===== src/rtl/brfc_pkg.sv =====
package brfc_pkg;
  typedef enum logic [1:0] {
    SUCC_REFETCH    = 2'd0,
    SUCC_PREDICT_NT = 2'd1,
    SUCC_DELAYED    = 2'd2,
    SUCC_LIKELY     = 2'd3
  } succ_policy_e;
endpackage


===== src/rtl/brfc_pc_reg.sv =====
module brfc_pc_reg #(
  parameter int              XLEN     = 32,
  parameter logic [XLEN-1:0] RESET_PC = '0,
  parameter int              STEP     = 4
) (
  input  logic            clk,
  input  logic            rst,
  input  logic            hold,
  input  logic            redirect,
  input  logic [XLEN-1:0] dest,
  output logic [XLEN-1:0] pc
);
  localparam logic [XLEN-1:0] INC = XLEN'(STEP);

  always_ff @(posedge clk) begin
    if (rst)           pc <= RESET_PC;
    else if (!hold) begin
      if (redirect)    pc <= dest;
      else             pc <= pc + INC;
    end
  end

  logic past_ok;
  always_ff @(posedge clk) begin
    if (rst) past_ok <= 1'b0;
    else     past_ok <= 1'b1;
  end

  p_pc_step_r2: assert property (@(posedge clk) disable iff (rst)
    (past_ok && !$past(hold) && !$past(redirect)) |-> (pc == $past(pc) + INC));

  p_pc_hold_r3: assert property (@(posedge clk) disable iff (rst)
    (past_ok && $past(hold)) |-> $stable(pc));

  p_pc_redirect_r4: assert property (@(posedge clk) disable iff (rst)
    (past_ok && !$past(hold) && $past(redirect)) |-> (pc == $past(dest)));
endmodule


===== src/rtl/brfc_ifid.sv =====
module brfc_ifid #(
  parameter int XLEN = 32,
  parameter int ILEN = 32
) (
  input  logic            clk,
  input  logic            rst,
  input  logic            hold,
  input  logic [XLEN-1:0] pc_in,
  input  logic [ILEN-1:0] instr_in,
  input  logic            kill_in,
  output logic [XLEN-1:0] id_pc,
  output logic [ILEN-1:0] id_instr,
  output logic            id_kill
);
  always_ff @(posedge clk) begin
    if (rst) begin
      id_pc    <= '0;
      id_instr <= '0;
      id_kill  <= 1'b1;
    end else if (!hold) begin
      id_pc    <= pc_in;
      id_instr <= instr_in;
      id_kill  <= kill_in;
    end
  end

  logic past_ok;
  always_ff @(posedge clk) begin
    if (rst) past_ok <= 1'b0;
    else     past_ok <= 1'b1;
  end

  p_ifid_reset_bubble_r1: assert property (@(posedge clk) disable iff (rst)
    $past(rst) |-> id_kill);

  p_ifid_hold_r3: assert property (@(posedge clk) disable iff (rst)
    (past_ok && $past(hold)) |-> ($stable(id_pc) && $stable(id_instr) && $stable(id_kill)));
endmodule


===== src/rtl/brfc_resolve.sv =====
module brfc_resolve
  import brfc_pkg::*;
#(
  parameter int           XLEN   = 32,
  parameter int           OFF_W  = 16,
  parameter succ_policy_e POLICY = SUCC_PREDICT_NT
) (
  input  logic             is_branch,
  input  logic             is_likely,
  input  logic [XLEN-1:0]  opnd_a,
  input  logic [XLEN-1:0]  opnd_b,
  input  logic [OFF_W-1:0] offset,
  input  logic [XLEN-1:0]  id_pc,
  input  logic             live,
  output logic             redirect,
  output logic [XLEN-1:0]  dest,
  output logic             kill_next
);
  localparam int              EXT_W = XLEN - OFF_W - 2;
  localparam logic [XLEN-1:0] WORD  = XLEN'(4);

  logic            equal, evaluated, taken;
  logic [XLEN-1:0] off_ext, target, fallthru;

  assign equal     = (opnd_a == opnd_b);
  assign evaluated = is_branch && live;
  assign taken     = evaluated && equal;
  assign off_ext   = {{EXT_W{offset[OFF_W-1]}}, offset, 2'b00};
  assign target    = id_pc + off_ext;
  assign fallthru  = id_pc + WORD;

  always_comb begin
    redirect  = taken;
    dest      = target;
    kill_next = 1'b0;
    unique case (POLICY)
      SUCC_REFETCH: begin
        redirect  = evaluated;
        dest      = taken ? target : fallthru;
        kill_next = evaluated;
      end
      SUCC_PREDICT_NT: kill_next = taken;
      SUCC_DELAYED:    kill_next = 1'b0;
      SUCC_LIKELY:     kill_next = evaluated && is_likely && !equal;
      default:         kill_next = 1'b0;
    endcase
  end
endmodule


===== src/rtl/branch_fetch_ctrl.sv =====
module branch_fetch_ctrl
  import brfc_pkg::*;
#(
  parameter int              XLEN     = 32,
  parameter int              ILEN     = 32,
  parameter int              OFF_W    = 16,
  parameter logic [XLEN-1:0] RESET_PC = '0,
  parameter succ_policy_e    POLICY   = SUCC_PREDICT_NT
) (
  input  logic             clk,
  input  logic             rst,
  input  logic             stall_i,
  output logic [XLEN-1:0]  imem_addr_o,
  input  logic [ILEN-1:0]  imem_rdata_i,
  output logic [ILEN-1:0]  id_instr_o,
  output logic [XLEN-1:0]  id_pc_o,
  output logic             id_valid_o,
  input  logic             id_is_branch_i,
  input  logic             id_is_likely_i,
  input  logic [XLEN-1:0]  id_opnd_a_i,
  input  logic [XLEN-1:0]  id_opnd_b_i,
  input  logic [OFF_W-1:0] id_offset_i,
  input  logic             id_reg_we_i,
  input  logic             id_mem_we_i,
  output logic             id_reg_we_o,
  output logic             id_mem_we_o,
  output logic             redirect_o
);
  localparam int STEP = 4;

  logic [XLEN-1:0] pc, dest;
  logic            redirect, kill_next, id_kill, live;

  assign live = !id_kill && !stall_i;

  brfc_pc_reg #(.XLEN(XLEN), .RESET_PC(RESET_PC), .STEP(STEP)) u_pc (
    .clk(clk), .rst(rst), .hold(stall_i),
    .redirect(redirect), .dest(dest), .pc(pc)
  );

  brfc_resolve #(.XLEN(XLEN), .OFF_W(OFF_W), .POLICY(POLICY)) u_resolve (
    .is_branch(id_is_branch_i), .is_likely(id_is_likely_i),
    .opnd_a(id_opnd_a_i), .opnd_b(id_opnd_b_i), .offset(id_offset_i),
    .id_pc(id_pc_o), .live(live),
    .redirect(redirect), .dest(dest), .kill_next(kill_next)
  );

  brfc_ifid #(.XLEN(XLEN), .ILEN(ILEN)) u_ifid (
    .clk(clk), .rst(rst), .hold(stall_i),
    .pc_in(pc), .instr_in(imem_rdata_i), .kill_in(kill_next),
    .id_pc(id_pc_o), .id_instr(id_instr_o), .id_kill(id_kill)
  );

  assign imem_addr_o = pc;
  assign id_valid_o  = !id_kill;
  assign id_reg_we_o = id_reg_we_i && !id_kill;
  assign id_mem_we_o = id_mem_we_i && !id_kill;
  assign redirect_o  = redirect;

  logic past_ok;
  always_ff @(posedge clk) begin
    if (rst) past_ok <= 1'b0;
    else     past_ok <= 1'b1;
  end

  p_no_redirect_in_stall_r3: assert property (@(posedge clk) disable iff (rst)
    stall_i |-> !redirect_o);

  generate
    if (POLICY == SUCC_REFETCH) begin : g_chk_refetch
      p_refetch_bubble_r5: assert property (@(posedge clk) disable iff (rst)
        (past_ok && $past(live && id_is_branch_i)) |-> !id_valid_o);
    end else if (POLICY == SUCC_PREDICT_NT) begin : g_chk_nt
      p_nt_squash_r6: assert property (@(posedge clk) disable iff (rst)
        (past_ok && $past(live && redirect_o)) |-> !id_valid_o);
      p_nt_keep_r6: assert property (@(posedge clk) disable iff (rst)
        (past_ok && $past(live && id_is_branch_i && (id_opnd_a_i != id_opnd_b_i)))
          |-> id_valid_o);
    end else if (POLICY == SUCC_DELAYED) begin : g_chk_delay
      p_delay_keep_r7: assert property (@(posedge clk) disable iff (rst)
        (past_ok && $past(live && id_is_branch_i)) |-> id_valid_o);
    end else begin : g_chk_likely
      p_likely_keep_r8: assert property (@(posedge clk) disable iff (rst)
        (past_ok && $past(live && redirect_o)) |-> id_valid_o);
      p_likely_drop_r8: assert property (@(posedge clk) disable iff (rst)
        (past_ok && $past(live && id_is_branch_i && id_is_likely_i &&
                          (id_opnd_a_i != id_opnd_b_i))) |-> !id_valid_o);
    end
  endgenerate
endmodule


===== config.mk =====
export PLATFORM = sky130hd
export DESIGN_NAME = branch_fetch_ctrl
export DESIGN_NICKNAME = d
export VERILOG_FILES = /design/src/rtl/brfc_pkg.sv /design/src/rtl/brfc_pc_reg.sv /design/src/rtl/brfc_ifid.sv /design/src/rtl/brfc_resolve.sv /design/src/rtl/branch_fetch_ctrl.sv
export SDC_FILE = /design/constraint.sdc
export NUM_CORES = 1
export LEC_CHECK = 0
export BUFFER_PORTS_ARGS = -buffer_cell sky130_fd_sc_hd__buf_2
export CAP_MARGIN = 30
export CORE_ASPECT_RATIO = 0.9
export CORE_MARGIN = 4
export CORE_UTILIZATION = 51
export DETAILED_ROUTE_END_ITERATION = 8
export GPL_ROUTABILITY_DRIVEN = 0
export PLACE_DENSITY_LB_ADDON = 0.3
export SKIP_CTS_REPAIR_TIMING = 1
export SLEW_MARGIN = 15
export SYNTH_ARGS = -nofsm -noshare
export SYNTH_HDL_FRONTEND = slang
export SYNTH_SLANG_ARGS = --single-unit

===== constraint.sdc =====
create_clock -name clk -period 3.1 [get_ports clk]
set_clock_uncertainty 0.1 [all_clocks]
set_input_delay 0.62 -clock clk [delete_from_list [all_inputs] [get_ports clk]]
set_output_delay 0.62 -clock clk [all_outputs]
set_load 0.02 [all_outputs]

* After elaboration in Yosys (flattened, before gate mapping) *
Cells that the tools add are included.

operators by class
  multiplexer cells = 1
  equal/unequal tests = 1
  reduce and logical (&&, ||, !) cells = 7
  add/subtract/negate cells = 2

operators with widths
  cell                   count
  $add 32x3->32 const B  1
  $add 32x32->32         1
  $eq 32x32->1           1
  $mux 32                1
  $logic_and 1x1->1      5
  $logic_not 1->1        2

word-level totals
  logic and storage cells = 15
  input port bits = 119
  register bits = 97

* Longest topological paths before layout *
  depth after elaboration = 5
  gate-level depth with buffers = 10
  depth with buffers taken out = 9

* Modules after synthesis *
From an unflattened synthesis, not the netlist that was laid out.

unflattened totals
  cell total of the unflattened synthesis = 773
  area total of the unflattened synthesis = 6,536.3 um^2

modules (own cells, without submodules)
  module             cells each  times used  area an instance (um^2)
  brfc_ifid          209         1           2,344.7
  brfc_pc_reg        277         1           2,145.8
  brfc_resolve       283         1           2,025.7
  branch_fetch_ctrl  4           1           20.0

* Worst setup path after synthesis *
OpenSTA, ideal clock, no wires.

  path kind = input to register
  start point = in id_offset_i[15]
  end point = reg u_pc.pc[23]
  arrival time = 2,733 ps
  setup slack = 152 ps
  stages on the path = 8
  library setup time = 115 ps
  buffers on the path = 0
  cells stage by stage = ha_1 > a211o_1 > a311oi_2 > o21bai_1 > a222oi_1 > o21ai_1 > mux2_1 > o21a_1

between the ends
  longest elaborated chain between the ends = 2

RTL lines
  item                    line                     text
  start: declaration      branch_fetch_ctrl.sv:22  input logic [OFF_W-1:0] id_offset_i,
  $add 32x32->32          brfc_resolve.sv:29       assign target = id_pc + off_ext;
  $mux 32                 brfc_pc_reg.sv:18        if (redirect) pc <= dest;
  end signal: assignment  brfc_pc_reg.sv:18
  end signal: assignment  brfc_pc_reg.sv:19        else pc <= pc + INC;
  end: declaration        brfc_pc_reg.sv:11        output logic [XLEN-1:0] pc

Every way passes these cells.
A chain may end at the register's enable or synchronous reset.

* Worst setup path after layout *
  start point = in id_offset_i[0]
  end point = reg u_pc.pc[30]

The elaborated chain is that of the path after synthesis.

==> run summary <==
Switch Pwr: 0.803 mW
Reg area: 1940 um^2
Finished Core Util: 0.678
CTS H-tree lvls: 3
clock-pin slew on the worst setup and hold paths: 70 ps
overall routing resource usage: 0.264
final total power: 2.84 mW
RSZ-0062 raised after global routing: false
Final Hold Vio Count: 0
maximum vdd drop: 0.394 mV
Startpoint Class: primary input
Final period util: 0.892
Met2 Routed Length: 8860 um
Flop pwr share: 0.456
I/O pins: 219
Clock Latency Late Sink: 350 ps
status: finished clean
final setup vio count: 0
M1 WL: 8040 um
Root Driver: clkbuf_16
area growth from synthesis to layout: 27.7%
arrival time worst endpoint: 2900 ps
P_leak: 3.82 nW
measured slew at the worst slew-check pin: 847 ps
switching share of power: 0.283
Via density: 5.70
ys async rst share: 0
Max Clock Freq: 362 MHz
worst path required time: 3240 ps
initial antenna violation count: 0
Worst Hold Class: flip-flop to flip-flop
slew margin rel.: 0.435
Critical Path End Type: flip-flop
site row count: 37
commonest cells after routing, fill and taps aside: buf_2 (216), nor2_1 (108), dfxtp_1 (97)
mean area per synthesized cell: 8.11 um^2
combinational share of power: 0.156
CTS Buffer Depth: 2
grt ovf: 0
placed wire-length estimate: 14200 um
Avg WL per Cell: 16.2 um
TritonRoute pass-1 iters: 5
P_int: 2.03 mW
Starting Density: 0.531
largest net degree at the start of global routing: 64
Post-synth EDFFs: 0
CTS Buf Count: 9
core area: 11700 um^2
highest routed layer: met4
largest fanout on the critical path: 4
power per cell area: 358 nW/um^2
Cell Area, Synth: 6200 um^2
Syn Nets: 914
Synth cell types: 59
#FFs+latches synth: 97
clock network power share: 0.388
Die H: 113 um
Cells after Synth: 764
Tmin final: 2770 ps
number of antenna-violating nets in the routed design: 0
TritonCTS clock tree: yes
met3 wire len: 1470 um
Main synth FF type: dfxtp_1
FF-to-FF Start: u_ifid.id_pc[2]$_SDFFE_PP0N_
DRC viols: 0
area of the multi-input gates: 4080 um^2
# Max-Cap Violations: 0
Max Slew Vio Count: 0
YS warnings: 0
Die Wd: 124 um
diode count: 0
post-synthesis sequential area ratio: 0.313
Die Area: 14000 um^2
top cell type's share of synthesized area: 0.313
Layout Nets: 1141
number of clock sinks: 97
Setup crit start: id_offset_i[0]
min-delay src: u_pc.pc[1]$_SDFFE_PP0P_
IO Port Bufs: 217
Post-Route WL: 18600 um
vias: 6558
leading cell type in the layout, fill and taps excluded: buf_2
vias in the first global route: 6305
1st-iter DRT viols: 419
first-pass GRT wire length: 29900 um
top cell type by total area after synthesis: dfxtp_1
Synth area leaders: dfxtp_1 (31%), mux2i_1 (10%), nor2_1 (6.5%), ha_1 (6.1%), xnor2_1 (5.8%)
critical path class: primary input to flip-flop
number of fill cells: 1072
layout cells sized above 1: 0.280
-- routing by layer --
layer | GRT usage | vias up
li1 | - | 3256
met5 | 0 | -
met3 | 0.0756 | 26
met4 | 0.0737 | 0
met1 | 0.333 | 3044
met2 | 0.438 | 232
-- cells by family after synthesis --
family                     count (synthesis)  share of synthesized area
and+or+nand+nor                          281                      0.219
AOI/OAI and AO/OA                        190                      0.192
adders and majority gates                 31                     0.0638
buffers and inverters                     46                     0.0283
muxes                                     69                      0.113
xor gates and xnor gates                  50                     0.0707
DFF                                       97                      0.313
-- power by group through the flow --
stage	logic [mW]	clock network [mW]	registers, mW
after floorplan	0.226	0	1.36
after global placement	0.433	0	1.32
after detailed placement	0.440	0	1.32
after CTS	0.442	1.13	1.29
after global routing	0.485	1.17	1.30
final	0.443	1.10	1.29
-- final cells by class --
| type | instances | area share |
|---|---|---|
| flip-flops and latches | 97 | 0.245 |
| repair buffers | 255 | 0.175 |
| well taps | 156 | 0.0247 |
| clock inverters | 6 | 0.00759 |
| clock buffers | 9 | 0.0285 |
| inverters | 7 | 0.00332 |
| multi-input cells | 621 | 0.515 |
-- cell usage after synthesis (2+ instances only) --
cell,count
a211o_1,3
a211oi_1,11
a21boi_0,2
a21o_1,16
a21oi_1,65
a311oi_1,3
a31o_2,2
a31oi_1,10
and2_1,5
and3_1,20
and4_1,4
buf_1,14
buf_2,2
clkbuf_1,23
dfxtp_1,97
ha_1,30
inv_1,7
mux2_2,2
mux2i_1,65
nand2_1,41
nand2b_1,3
nand3_1,29
nand4_1,22
nand4b_1,3
nor2_1,108
nor2b_1,5
nor3_1,18
nor3b_1,7
nor4_1,6
o2111ai_1,2
o211ai_1,3
o21a_1,6
o21ai_0,41
o21bai_1,2
o221ai_1,3
o22ai_1,2
o31ai_1,6
o41ai_1,2
or2_1,2
or3_1,5
xnor2_1,41
xor2_1,9
-- worst paths after layout --
| path | endpoint | slack, ps | cells past startpoint |
|---|---|---|---|
| setup / recovery | u_pc.pc[30]$_SDFFE_PP0N_ | 330 | 10 |
| hold / removal | u_pc.pc[1]$_SDFFE_PP0P_ | 380 | 2 |
| setup reg to reg | u_pc.pc[30]$_SDFFE_PP0N_ | 340 | 9 |
| hold reg to reg | u_pc.pc[1]$_SDFFE_PP0P_ | 380 | 2 |
-- through the flow --
stage          worst slack, ps  instances  area, um^2  hold slack [ps]  TNS (ps)
2_1_floorplan              152        764        6200              442         0
3_3_place_gp              40.0       1136        7630              358         0
3_5_place_dp             -8.95       1136        7630              365     -14.6
4_1_cts                    343       1151        7920              377         0
5_1_grt                    165       1151        7920              389         0
6_report                   335       1151        7920              376         0
-- sequential cells by signal, summed over array words and instances, names as in the netlist --
| name | count |
|---|---|
| u_ifid.id_instr | 32 |
| u_ifid.id_kill | 1 |
| u_ifid.id_pc | 32 |
| u_pc.pc | 32 |
-- critical path, cell delays in order --
cell	delay, ps
buf_2	100
ha_1	210
fa_1	420
a21o_1	210
nand4_1	130
a211o_1	190
a21oi_1	160
nor4_1	410
nor3_1	110
or3b_1	350
(Power assumes the default switching activity.)
